==> config.mk <==
export PLATFORM = sky130hd
export DESIGN_NAME = rail_handshake_seq
export DESIGN_NICKNAME = d
export VERILOG_FILES = /design/src/rtl/rail_seq_pkg.sv /design/src/rtl/rail_seq_datapath.sv /design/src/rtl/rail_seq_control.sv /design/src/rtl/rail_handshake_seq.sv
export SDC_FILE = /design/constraint.sdc
export NUM_CORES = 1
export LEC_CHECK = 0
export ABC_AREA = 1
export BUFFER_PORTS_ARGS = -buffer_cell sky130_fd_sc_hd__buf_2
export CORE_MARGIN = 2
export CORE_UTILIZATION = 40
export DETAILED_ROUTE_END_ITERATION = 12
export GPL_TIMING_DRIVEN = 1
export PLACE_DENSITY = 0.6
export SLEW_MARGIN = 20
export SYNTH_ARGS = -nofsm -noshare
export SYNTH_HDL_FRONTEND = slang
export SYNTH_SLANG_ARGS = --single-unit
==> constraint.sdc <==
create_clock -name clk -period 1.7 [get_ports clk]
set_input_delay 0.34 -clock clk [delete_from_list [all_inputs] [get_ports clk]]
set_output_delay 0.34 -clock clk [all_outputs]
set_load 0.01 [all_outputs]
==> src/rtl/rail_seq_pkg.sv <==
package rail_seq_pkg;
  typedef enum logic [2:0] {
    S_IDLE, S_UP, S_STAB, S_RUN, S_DOWN, S_FAULT
  } seqState_t;

  // strobes from control to datapath timers
  typedef struct packed {
    logic qualArm;
    logic stabRun;
  } seqStrobe_t;
endpackage

==> src/rtl/rail_seq_datapath.sv <==
module rail_seq_datapath
  import rail_seq_pkg::*;
#(
  parameter int NRAIL         = 4,
  parameter int QUAL_CYCLES   = 500000,
  parameter int STAB_CYCLES   = 8000000,
  parameter int GLITCH_CYCLES = 1500
) (
  input  logic             clk,
  input  logic             rst_n,
  input  logic [NRAIL-1:0] railGood,
  input  logic             enableN,
  input  logic             sysResetN,
  input  seqStrobe_t       strobe,
  output logic             allRailOk,
  output logic             qualDone,
  output logic             stabDone
);
  localparam int GW = $clog2(GLITCH_CYCLES + 1);
  localparam int QW = $clog2(QUAL_CYCLES + 1);
  localparam int SW = $clog2(STAB_CYCLES + 1);

  logic [NRAIL-1:0] railFilt;
  logic [QW-1:0]    qualCnt;
  logic [SW-1:0]    stabCnt;

  // per-rail low-duration filter
  for (genvar i = 0; i < NRAIL; i++) begin : g_filt
    logic [GW-1:0] lowCnt;
    always_ff @(posedge clk or negedge rst_n) begin
      if (!rst_n) begin
        lowCnt      <= '0;
        railFilt[i] <= 1'b0;
      end else if (railGood[i]) begin
        lowCnt      <= '0;
        railFilt[i] <= 1'b1;
      end else if (lowCnt == GW'(GLITCH_CYCLES - 1)) begin
        railFilt[i] <= 1'b0;
      end else begin
        lowCnt <= lowCnt + 1'b1;
      end
    end

    p_filter_r7: assert property (@(posedge clk) disable iff (!rst_n)
      $fell(railFilt[i]) |-> $past(!railGood[i]));
  end

  assign allRailOk = &railFilt;

  // qualification window: rails good and enable active, uninterrupted
  always_ff @(posedge clk or negedge rst_n) begin
    if (!rst_n)
      qualCnt <= '0;
    else if (!strobe.qualArm || !allRailOk || enableN || !sysResetN)
      qualCnt <= '0;
    else if (!qualDone)
      qualCnt <= qualCnt + 1'b1;
  end
  assign qualDone = (qualCnt == QW'(QUAL_CYCLES));

  // stabilization delay before reset-done release
  always_ff @(posedge clk or negedge rst_n) begin
    if (!rst_n)
      stabCnt <= '0;
    else if (!strobe.stabRun)
      stabCnt <= '0;
    else if (!stabDone)
      stabCnt <= stabCnt + 1'b1;
  end
  assign stabDone = (stabCnt == SW'(STAB_CYCLES));

  p_stab_bound_r4: assert property (@(posedge clk) disable iff (!rst_n)
    stabCnt <= SW'(STAB_CYCLES));
endmodule

==> src/rtl/rail_seq_control.sv <==
module rail_seq_control
  import rail_seq_pkg::*;
#(
  parameter int NRAIL = 4
) (
  input  logic             clk,
  input  logic             rst_n,
  input  logic             enableN,
  input  logic             sysResetN,
  input  logic [NRAIL-1:0] gateOnDone,
  input  logic [NRAIL-1:0] gateOffDone,
  input  logic             allRailOk,
  input  logic             qualDone,
  input  logic             stabDone,
  output seqStrobe_t       strobe,
  output logic [NRAIL-1:0] gateEn,
  output logic             resetDone
);
  localparam int IW   = (NRAIL > 1) ? $clog2(NRAIL) : 1;
  localparam int LAST = NRAIL - 1;

  seqState_t     state;
  logic [IW-1:0] idx;

  always_ff @(posedge clk or negedge rst_n) begin
    if (!rst_n) begin
      state <= S_IDLE;
      idx   <= '0;
    end else if (!sysResetN) begin
      state <= S_FAULT;
    end else begin
      unique case (state)
        S_IDLE: if (qualDone) begin
          state <= S_UP;
          idx   <= '0;
        end
        S_UP: begin
          if (!allRailOk)            state <= S_FAULT;
          else if (enableN)          state <= S_DOWN;   // release from current gate
          else if (gateOnDone[idx]) begin
            if (idx == IW'(LAST))    state <= S_STAB;
            else                     idx   <= idx + 1'b1;
          end
        end
        S_STAB, S_RUN: begin
          if (!allRailOk) state <= S_FAULT;
          else if (enableN) begin
            state <= S_DOWN;
            idx   <= IW'(LAST);
          end else if (state == S_STAB && stabDone) state <= S_RUN;
        end
        S_DOWN: begin
          if (!allRailOk)              state <= S_FAULT;
          else if (gateOffDone[idx]) begin
            if (idx == '0)             state <= S_IDLE;
            else                       idx   <= idx - 1'b1;
          end
        end
        default: state <= S_IDLE;
      endcase
    end
  end

  always_comb begin
    for (int b = 0; b < NRAIL; b++) begin
      unique case (state)
        S_UP:          gateEn[b] = (IW'(b) <= idx);
        S_STAB, S_RUN: gateEn[b] = 1'b1;
        S_DOWN:        gateEn[b] = (IW'(b) < idx);
        default:       gateEn[b] = 1'b0;
      endcase
    end
  end

  assign resetDone      = (state == S_RUN);
  assign strobe.qualArm = (state == S_IDLE);
  assign strobe.stabRun = (state == S_STAB);

  // assertions
  p_start_qual_r2: assert property (@(posedge clk) disable iff (!rst_n)
    $rose(gateEn[0]) |-> $past(qualDone));

  for (genvar k = 1; k < NRAIL; k++) begin : g_onord
    p_on_order_r3: assert property (@(posedge clk) disable iff (!rst_n)
      $rose(gateEn[k]) |-> $past(gateOnDone[k-1]));
  end

  for (genvar k = 0; k < NRAIL - 1; k++) begin : g_offord
    p_off_order_r5: assert property (@(posedge clk) disable iff (!rst_n)
      $fell(gateEn[k]) |-> (!$past(gateEn[k+1]) || gateEn == '0));
  end

  p_off_wait_r5: assert property (@(posedge clk) disable iff (!rst_n)
    (state == S_DOWN && !gateOffDone[idx] && allRailOk && sysResetN) |=> $stable(gateEn));

  p_release_r4: assert property (@(posedge clk) disable iff (!rst_n)
    $rose(resetDone) |-> $past(stabDone));

  p_fault_off_r8: assert property (@(posedge clk) disable iff (!rst_n)
    (!allRailOk && state != S_IDLE) |=> (gateEn == '0 && !resetDone));

  p_sysreset_off_r9: assert property (@(posedge clk) disable iff (!rst_n)
    !sysResetN |=> (gateEn == '0 && !resetDone));
endmodule

==> src/rtl/rail_handshake_seq.sv <==
module rail_handshake_seq
  import rail_seq_pkg::*;
#(
  parameter int NRAIL         = 4,
  parameter int QUAL_CYCLES   = 500000,
  parameter int STAB_CYCLES   = 8000000,
  parameter int GLITCH_CYCLES = 1500
) (
  input  logic             clk,
  input  logic             rst_n,
  input  logic [NRAIL-1:0] railGood,
  input  logic             enableN,
  input  logic [NRAIL-1:0] gateOnDone,
  input  logic [NRAIL-1:0] gateOffDone,
  input  logic             sysResetN,
  output logic [NRAIL-1:0] gateEn,
  output logic             resetDone
);
  seqStrobe_t strobe;
  logic allRailOk, qualDone, stabDone;

  rail_seq_datapath #(
    .NRAIL(NRAIL), .QUAL_CYCLES(QUAL_CYCLES),
    .STAB_CYCLES(STAB_CYCLES), .GLITCH_CYCLES(GLITCH_CYCLES)
  ) i_dp (
    .clk(clk), .rst_n(rst_n), .railGood(railGood), .enableN(enableN),
    .sysResetN(sysResetN), .strobe(strobe), .allRailOk(allRailOk),
    .qualDone(qualDone), .stabDone(stabDone)
  );

  rail_seq_control #(.NRAIL(NRAIL)) i_ctl (
    .clk(clk), .rst_n(rst_n), .enableN(enableN), .sysResetN(sysResetN),
    .gateOnDone(gateOnDone), .gateOffDone(gateOffDone),
    .allRailOk(allRailOk), .qualDone(qualDone), .stabDone(stabDone),
    .strobe(strobe), .gateEn(gateEn), .resetDone(resetDone)
  );
endmodule

==> qor.yml, run 1 <==
status:
  status: "complete, but fails checks"
  violations: "negative setup slack"
layout:
  fin_cells: 925
  nNetsFinal: 777
  diodes: 0
  syn_to_final_growth_pct: 17.2
  drive_gt1_share_pct: 14.5
  fill_cells: 1297
setup_path:
  cp_max_fo: 4
  worstPathRequired_ns: 1.36
  end_kind: "output port"
  path_common_cell: "inv_2"
  start_kind: "flip-flop"
  slowest_stage: "dfrtp_1"
  cpPeakStageDelay_ns: 0.39
  path_cells: "nor2_2 > inv_2 > nor2_4 > inv_2 > o311ai_2 > buf_2"
  crit_type: "flip-flop to output port"
  crit_arrival_ns: 1.52
sta:
  tightest_slew_ns: 0.443
  rsz0062_at_grt: "true"
  period_needed_ns: 1.86
  setup_viol: 7
  clock_skew_ns: 0.00989
  finalHoldViolCount: 0
  finalMaxSlewViolations: 0
  finalCritPeriodShare_pct: 109
  slew_headroom_pct: 70.3
  max_freq_ghz: 0.539
  layout_setup_ws_ns: -0.156
  tns_ns: -0.374
placement:
  place_ws_ns: 0.0765
  io_buffers: 20
  finalWeightedCongestion: 0.852
  hpwl_um: 8130
  dp.cells: 893
worst_hold_path:
  min_path_type: "primary input to flip-flop"
clock_network:
  clkLatencyLatePin_ns: 0.34
  root_buffer: "clkbuf_16"
  htree_num_levels: 3
  clock_sinks: 95
  cts_tree: "yes"
  cts_buffers: 9
  cts_buffer_depth: 2
  path_clk_slew_ns: 0.07
synthesis:
  syn_inst: 690
  yosys_register_bits: 95
  synth.avg_cell_area_um2: 7.59
  ys_warn_count: 0
  syn-cell-area_mm2: 0.00524
  syn_nets: 719
  ys_seq_area_share_pct: 45.4
  synth.distinct_cells: 37
detailed_routing:
  ant_nets: 0
  via_count: 4545
  finalWirelength_um: 10900
  first_iter_violations: 221
  dr.pass1.iters: 4
  wl_per_cell_um: 11.8
  via_per_inst: 4.91
  drc: 0
floorplanning:
  die_h_um: 118
  core-area_mm2: 0.0127
  die_area_mm2: 0.0140
  io_pins: 21
  initial_core_util_pct: 41.2
  chipWidth_um: 118
  fp-row-count: 41
global_route:
  antenna_found_initial: 0
  grt_pass1_wl_um: 19600
  grt_pass1_vias: 4434
  grtUsageTotal_pct: 16.5
  grt_max_degree: 32
  overflow: 0
pwr:
  peakVddDrop_uv: 613
  finalPower_mw: 5.46
  cellPowerDensity_mw_per_mm2: 890
  seqPwrFrac_pct: 43.9
  p_clk_share_pct: 33.9
  switching_share_pct: 29.3
  cellLeakagePower_nw: 2.78
  p_switching_mw: 1.60
  intPower_mw: 3.87
  p_comb_share_pct: 22.1
run:
  max-cap-violations: 0
worst paths after layout:
path / from / to / slack (ns) / cells past startpoint
setup reg to reg: i_ctl.state[0]$_DFFE_PN0P_ / i_ctl.idx[1]$_DFFE_PN0P_ / -0.02 / 13
hold reg to reg: i_dp.g_filt[2].lowCnt[6]$_DFFE_PN0P_ / i_dp.g_filt[2].lowCnt[6]$_DFFE_PN0P_ / 0.49 / 1
setup / recovery: i_ctl.state[0]$_DFFE_PN0P_ / gateEn[1] / -0.16 / 6
max in group asynchronous: rst_n / i_dp.railFilt[2]$_DFFE_PN0P_ / 0.64 / 3
min in group asynchronous: rst_n / i_dp.g_filt[1].lowCnt[4]$_DFFE_PN0P_ / 0.49 / 2
hold / removal: railGood[0] / i_dp.g_filt[0].lowCnt[6]$_DFFE_PN0P_ / 0.25 / 2
cells by family after synthesis:
group           synth area share (%)
simple gates                    29.8
fa+ha+maj                       3.10
xor+xnor                        1.34
flops                           45.4
buf+inv                         8.05
compound gates                  12.4
worst max-delay path, delay by kind of cell (launching register included):
kind | cells | cell delay, ns
AND/OR/NAND/NOR | 2 | 0.25
buffers and inverters | 3 | 0.31
flip-flops | 1 | 0.39
AO/OA/AOI/OAI | 1 | 0.23
placed cells by master (no fill, tap or decap), drive strengths merged, types with 5 or more instances in the layout:
cell	count
nand2	135
inv	102
nor2	100
dfrtp	95
nand3	57
o21ai	57
buf	51
a21oi	49
nor3	22
nand4	14
ha	13
clkbuf	11
xor2	8
or2	6
nor4	5
repair_timing:
| item | CTS | global route |
|---|---|---|
| pin swaps | 3 | 6 |
| hold buffers | 1 | 0 |
| gates resized for setup | 14 | 12 |
| buffers inserted | 9 | 6 |
| endpoints found under the hold margin | 26 | 0 |
| setup endpoints to repair | 5 | 16 |
layer usage:
metal / GRT usage (%) / wire length [um] / up-vias / part of all wire (%)
met1: 21.3 / 5210 / 2120 / 48
met4: 4.76 / 65 / 0 / 0.60
met2: 28.3 / 5370 / 51 / 49
met5: 0 / 0 / - / 0
li1: - / - / 2367 / -
met3: 3.09 / 244 / 7 / 2.2
cells in the mapped netlist:
cell type,instances,area share (%)
a211oi_1,4,0.57
a21oi_1,49,4.7
a22oi_1,1,0.14
a31o_2,1,0.17
a31oi_1,3,0.36
buf_2,1,0.095
buf_6,2,0.43
clkbuf_1,2,0.14
dfrtp_1,95,45
ha_1,13,3.1
inv_1,101,7.2
inv_2,2,0.14
nand2_1,131,9.4
nand2_2,4,0.48
nand3_1,55,5.3
nand3_2,1,0.19
nand3_4,1,0.33
nand3b_1,3,0.43
nand4_1,13,1.6
nand4_2,1,0.24
nor2_1,91,6.5
nor2_2,4,0.48
nor2_4,5,1.1
nor3_1,21,2.0
nor3_2,1,0.19
nor3b_1,1,0.14
nor4_1,5,0.60
o211ai_1,1,0.14
o21a_1,4,0.57
o21ai_0,54,5.2
o21ai_1,3,0.29
o311ai_0,1,0.17
o31ai_1,1,0.14
or2_2,5,0.60
or2_4,1,0.17
or3_1,1,0.12
xor2_1,8,1.3
metrics by stage:
step / hold WS, ns / cell area, um2 / util [%]
after floorplan: 0.0444 / 5240 / -
after global placement: 0.309 / 5670 / 44.6
after detailed placement: 0.313 / 5670 / 44.6
after CTS: 0.227 / 6060 / 47.6
after global routing: 0.236 / 6140 / 48.3
final: 0.248 / 6140 / 48.3
final cells by class:
| type | count | area, um2 | share of cell area [%] |
|---|---|---|---|
| multi-input combinational | 487 | 2510 | 40.8 |
| sequential | 95 | 2380 | 38.7 |
| inverter | 103 | 390 | 6.36 |
| timing repair buffer | 52 | 374 | 6.09 |
| clock buffer | 11 | 243 | 3.95 |
| tap | 172 | 215 | 3.50 |
| clock inverter | 5 | 33.8 | 0.550 |
state kept, by name (all words and copies together) (netlist names):
register	flops
i_ctl.state	3
i_dp.qualCnt	19
i_dp.g_filt.lowCnt	44
i_dp.stabCnt	23
i_dp.railFilt	4
i_ctl.idx	2
power by group through the flow:
stage / Clock, mW / Sequential [mW] / Combinational [mW]
2_1_floorplan: 0 / 2.45 / 0.589
3_3_place_gp: 0 / 2.43 / 0.976
3_5_place_dp: 0 / 2.44 / 0.985
4_1_cts: 1.94 / 2.40 / 1.17
5_1_grt: 2.04 / 2.41 / 1.37
6_report: 1.85 / 2.40 / 1.21
(Power assumes the default switching activity.)
==> inputs of run 2 (changes only) <==
- CORE_MARGIN: 2 -> default
- PLACE_DENSITY: 0.6 -> 0.59
- SETUP_SLACK_MARGIN: default -> 0.3
==> qor.yml, run 2 (synthesis results as in run 1) <==
layout:
  layout_common_cells: "nand2_1 (105), dfrtp_1 (86), inv_1 (82)"
  syn_to_final_growth_pct: 37.5
  fill_cells: 1136  # -12%
  fin_cells: 968  # +4.6%
  register_area_mm2: 0.00239  # +0.37%
  largest_register: "i_dp.g_filt.lowCnt"
  nNetsFinal: 821  # +5.7%
  drive_gt1_share_pct: 34.8  # +20 points
  final_common_cell: "nand2_1"
  largest_reg_flops: 44  # unchanged
  diodes: 0  # unchanged
  reg_top3: "i_dp.g_filt.lowCnt: 44 flops, i_dp.stabCnt: 23 flops, i_dp.qualCnt: 19 flops"
  fin_area_mm2: 0.00720  # +17%
  multiInputGateArea_mm2: 0.00306  # +22%
floorplanning:
  io_pins: 21  # unchanged
  fp-row-count: 41  # unchanged
  die_area_mm2: 0.0136  # -3.3%
  die_h_um: 116  # -1.7%
  initial_core_util_pct: 41.4  # +0.17 points
  core-area_mm2: 0.0127  # -0.40%
  chipWidth_um: 116  # -1.7%
setup_path:
  r2r_slack_ns: 0.03  # +0.05 ns
  worstRegToRegCells: 13  # unchanged
  cp_max_fo: 4  # unchanged
  worstPathRequired_ns: 1.36  # about the same
  end_kind: "output port"
  crit_type: "flip-flop to output port"
  r2r_start: "i_ctl.state[1]$_DFFE_PN0P_"
  crit_arrival_ns: 1.51  # about the same
  r2r_end: "i_ctl.idx[0]$_DFFE_PN0P_"
  start_kind: "flip-flop"
  crit_start: "i_ctl.state[0]$_DFFE_PN0P_"
clock_network:
  path_clk_slew_ns: 0.07  # about the same
  cts_tree: "yes"
  cts_buffers: 9  # unchanged
  root_buffer: "clkbuf_16"
  clock_sinks: 95  # unchanged
  clkLatencyLatePin_ns: 0.35  # about the same
  cts_buffer_depth: 2  # unchanged
  htree_num_levels: 3  # unchanged
detailed_routing:
  dr.pass1.iters: 5  # +1
  met1Wirelength_um: 6020  # +15%
  wl_met3_um: 353  # +45%
  wl_met2_um: 6410  # +19%
  first_iter_violations: 239  # +8.1%
  ant_nets: 0  # unchanged
  drc: 0  # unchanged
  wl_per_cell_um: 13.5  # +15%
  via_per_inst: 5.09  # +3.5%
  dr.max_layer_used: "met4"
  via_count: 4925  # +8.4%
  finalWirelength_um: 13100  # +20%
sta:
  finalHoldViolCount: 0  # unchanged
  layout_setup_ws_ns: -0.147  # +0.00859 ns
  tightest_slew_ns: 0.430  # -0.0131 ns
  finalCritPeriodShare_pct: 109  # -0.51 points
  setup_viol: 4  # -3
  period_needed_ns: 1.85  # -0.00859 ns
  clock_skew_ns: 0.00706  # -0.00283 ns
  rsz0062_at_grt: "true"
  slew_headroom_pct: 71.3  # +1.1 points
  finalMaxSlewViolations: 0  # unchanged
  max_freq_ghz: 0.541  # +0.46%
global_route:
  grt_max_degree: 55  # +72%
  grtUsageTotal_pct: 19.3  # +2.8 points
  overflow: 0  # unchanged
  grt_pass1_vias: 4650  # +4.9%
  grt_pass1_wl_um: 20600  # +5.2%
  antenna_found_initial: 0  # unchanged
run:
  max-cap-violations: 0  # unchanged
pwr:
  cellPowerDensity_mw_per_mm2: 845  # -5.1%
  finalPower_mw: 6.08  # +11%
  peakVddDrop_uv: 473  # -23%
  cellLeakagePower_nw: 3.17  # +14%
worst_hold_path:
  min_path_type: "primary input to flip-flop"
  hold_depth: 2  # unchanged
  min_to: "i_dp.g_filt[3].lowCnt[7]$_DFFE_PN0P_"
  hp-start: "railGood[3]"
placement:
  place_area_mm2: 0.00567  # about the same
  dp.cells: 889  # -0.45%
  hpwl_um: 7910  # -2.7%
  place_ws_ns: 0.0889  # +0.0124 ns
  finalWeightedCongestion: 0.841  # -1.2%
  io_buffers: 20  # unchanged
status:
  status: "complete, but fails checks"
  violations: "negative setup slack"
[run 2: changes by cell type in the layout (fill, tap and decap cells not counted), moves of 18 or more]
| cell | before | now |
|---|---|---|
| nand2_1 | 129 | 105 |
| o21ai_1 | 5 | 27 |
| nand2_2 | 6 | 24 |
| buf_6 | 1 | 21 |
| o21ai_0 | 52 | 17 |
| buf_4 | 29 | 50 |
[run 2: power breakdown]
part	total (mW)	leakage, nW	switching, mW	internal (mW)
registers	2.43	1.28	0.0926	2.34
clock network	2.12	0.152	0.866	1.26
logic	1.53	1.75	0.875	0.658
total	6.08	3.17	1.83	4.25
[run 2: worst max-delay path, cell delays in order (launching register included)]
cell,delay (ns)
dfrtp_2,0.43
nor2_4,0.13
inv_2,0.06
nor2_4,0.09
inv_2,0.06
o311ai_2,0.21
buf_2,0.17
[run 2: through the flow]
stage,setup TNS [ns],hold slack [ns],util [%]
2_1_floorplan,0,0.0444,-
3_3_place_gp,0,0.348,44.7
3_5_place_dp,0,0.349,44.7
4_1_cts,-0.291,0.232,52.1
5_1_grt,-0.791,0.251,56.8
6_report,-0.383,0.237,56.8
[run 2: metal layers]
layer | track usage [%] | vias up
met3 | 3.06 | 21
met2 | 32.0 | 83
met4 | 9.91 | 0
li1 | - | 2466
met5 | 0 | -
met1 | 24.5 | 2355
[run 2: layout make-up]
class | instances | area share (%)
well taps | 172 | 2.99
clock inverters | 2 | 0.538
inverters | 103 | 5.44
multi-input cells | 487 | 42.4
repair buffers | 96 | 11.7
clock buffers | 13 | 3.75
flip-flops and latches | 95 | 33.2
[run 2: timing repair]
action	CTS	global route
pin swaps	41	55
hold buffers	1	0
resized for setup	132	95
endpoints found under the setup margin	54	82
gates cloned	0	3
setup buffers	34	26
endpoints found under the hold margin	41	0
[run 2: how the worst max path moves through the flow]
stage | to | depth (start not counted)
after detailed placement | i_ctl.idx[1]$_DFFE_PN0P_ | 8
after global routing | gateEn[1] | 6
after global placement | gateEn[2] | 6
after floorplan | i_dp.stabCnt[12]$_DFFE_PN0P_ | 7
final | gateEn[1] | 6
after CTS | gateEn[1] | 6
==> inputs of run 3 (changes only) <==
- CORE_UTILIZATION: 40 -> 62
- PLACE_DENSITY: 0.59 -> 0.83
==> qor.yml, run 3 (synthesis results as in run 1) <==
pwr:
  switching_share_pct: 34.9  # +4.8 points
  seqPwrFrac_pct: 42.6  # +2.7 points
  cellLeakagePower_nw: 3.16  # -0.46%
  cellPowerDensity_mw_per_mm2: 799  # -5.4%
  peakVddDrop_uv: 484  # +2.3%
  p_comb_share_pct: 29.8  # +4.6 points
  p_switching_mw: 1.99  # +8.7%
  intPower_mw: 3.72  # -12%
  p_clk_share_pct: 27.5  # -7.4 points
sta:
  finalCritPeriodShare_pct: 117  # +8.5 points
  period_needed_ns: 1.99  # +0.145 ns
  slew_headroom_pct: 65.4  # -5.9 points
  finalMaxSlewViolations: 0  # unchanged
  rsz0062_at_grt: "true"
  tightest_slew_ns: 0.514  # +0.0849 ns
  setup_viol: 34  # +30
  finalHoldViolCount: 0  # unchanged
  layout_setup_ws_ns: -0.292  # -0.145 ns
  clock_skew_ns: 0.0134  # +0.00637 ns
  holdWs_ns: 0.208  # -0.0293 ns
  max_freq_ghz: 0.502  # -7.3%
placement:
  finalWeightedCongestion: 0.939  # +12%
  hpwl_um: 7900  # -0.19%
  io_buffers: 20  # unchanged
  place_area_mm2: 0.00557  # -1.6%
floorplanning:
  core-area_mm2: 0.00822  # -35%
  initial_core_util_pct: 63.8  # +22 points
  io_pins: 21  # unchanged
  fp-row-count: 33  # -20%
  chipWidth_um: 93.9  # -19%
  die_h_um: 93.9  # -19%
  die_area_mm2: 0.00882  # -35%
layout:
  finish.utilization_pct: 87.0  # +30 points
  layout_common_cells: "nand2_1 (108), dfrtp_1 (87), inv_1 (86)"
  reg_top3: "i_dp.g_filt.lowCnt: 44 flops, i_dp.stabCnt: 23 flops, i_dp.qualCnt: 19 flops"
  largest_reg_flops: 44  # unchanged
  largest_register: "i_dp.g_filt.lowCnt"
  syn_to_final_growth_pct: 36.5
  fin_area_mm2: 0.00715  # -0.73%
  nNetsFinal: 825  # +0.49%
  final_common_cell: "nand2_1"
  drive_gt1_share_pct: 35.5  # +0.66 points
  diodes: 0  # unchanged
detailed_routing:
  finalWirelength_um: 17600  # +34%
  dr.pass1.iters: 7  # +2
  via_count: 5691  # +16%
  ant_nets: 0  # unchanged
  drc: 0  # unchanged
  via_per_inst: 6.28  # +23%
  wl_per_cell_um: 19.4  # +43%
  first_iter_violations: 586  # +150%
run:
  max-cap-violations: 0  # unchanged
setup_path:
  start_kind: "flip-flop"
  end_kind: "output port"
  cp_max_fo: 5  # +1
  worstPathRequired_ns: 1.36  # about the same
  crit_type: "flip-flop to output port"
  crit_arrival_ns: 1.65  # +0.14 ns
global_route:
  antenna_found_initial: 0  # unchanged
  grt_max_degree: 52  # -5.5%
  grt_pass1_wl_um: 20600  # +0.17%
  grt_pass1_vias: 4775  # +2.7%
  grtUsageTotal_pct: 29.7  # +10 points
  overflow: 0  # unchanged
worst_hold_path:
  min_path_type: "primary input to flip-flop"
clock_network:
  cts_tree: "yes"
  root_buffer: "clkbuf_8"
  htree_num_levels: 3  # unchanged
  clock_sinks: 95  # unchanged
  cts_buffers: 9  # unchanged
  path_clk_slew_ns: 0.09  # +0.02 ns
  clkLatencyLatePin_ns: 0.38  # +0.03 ns
  cts_buffer_depth: 2  # unchanged
status:
  status: "complete, but fails checks"
  violations: "negative setup slack"
## run 3: changes by cell type in the layout (fill, tap and decap cells not counted), moves of 4 or more
cell and delta:
nor2_1 -10, clkbuf_16 -9, inv_2 -8, clkbuf_8 +7, nor2_4 +6, o21ai_1 -6
nand3_2 -5, inv_1 +4, nand2_2 -4, nor2_2 +4
## run 3: layout make-up
class,instances,area (um2)
clock buffer,11,141
clock inverter,5,56.3
fill,355,1070
inverter,103,405
multi-input combinational,487,3150
sequential,95,2390
tap,105,131
timing repair buffer,100,882
## run 3: power by group through the flow
stage / combinational, mW / clock [mW] / sequential (mW)
2_1_floorplan: 0.614 / 0 / 2.46
3_3_place_gp: 0.912 / 0 / 2.46
3_5_place_dp: 0.948 / 0 / 2.46
4_1_cts: 1.27 / 1.53 / 2.41
5_1_grt: 1.78 / 1.66 / 2.44
6_report: 1.71 / 1.57 / 2.44
## run 3: worst max-delay path, stage by stage (launching register included)
cell and delay, ns:
dfrtp_2 0.46, inv_2 0.14, nand2_4 0.10, nor2_4 0.19, o21ai_1 0.14, nand3_1 0.12, buf_2 0.14
## run 3: per-stage QoR
stage / power (mW) / instances / setup TNS (ns) / setup WS [ns]
after floorplan: 3.07 / 690 / 0 / 0.252
final: 5.71 / 906 / -2.97 / -0.292
after global routing: 5.89 / 906 / -5.23 / -0.313
after CTS: 5.21 / 875 / -0.568 / -0.150
after global placement: 3.37 / 821 / 0 / 0.0484
after detailed placement: 3.41 / 821 / -0.00953 / -0.00953
## run 3: layer usage
metal	vias up	wire (um)	share of wire (%)	global-route usage [%]
li1	2469	-	-	-
met1	2733	6350	36	35.8
met2	363	8860	50	52.0
met3	126	1250	7.1	5.18
met4	0	1090	6.2	13.2
met5	-	0	0	0
## run 3: path summary, 6_finish.rpt
| kind | slack, ns | end | cells after the start | startpoint |
|---|---|---|---|---|
| setup / recovery | -0.29 | gateEn[2] | 6 | i_ctl.state[1]$_DFFE_PN0P_ |
| hold / removal | 0.21 | i_dp.g_filt[2].lowCnt[10]$_DFFE_PN0P_ | 2 | railGood[2] |
| setup reg to reg | -0.15 | i_dp.stabCnt[5]$_DFFE_PN0P_ | 9 | i_ctl.state[1]$_DFFE_PN0P_ |
| hold reg to reg | 0.50 | i_dp.g_filt[2].lowCnt[6]$_DFFE_PN0P_ | 1 | i_dp.g_filt[2].lowCnt[6]$_DFFE_PN0P_ |
| max in group asynchronous | 0.80 | i_dp.stabCnt[0]$_DFFE_PN0P_ | 3 | rst_n |
| min in group asynchronous | 0.33 | i_dp.qualCnt[5]$_DFFE_PN0P_ | 2 | rst_n |
## run 3: timing repair
item	in CTS	in global routing
endpoints found under the hold margin	9	0
gates resized for setup	84	160
buffers inserted	37	28
hold buffers	1	0
pin swaps	28	52
setup endpoints to repair	53	80
cloned	0	3
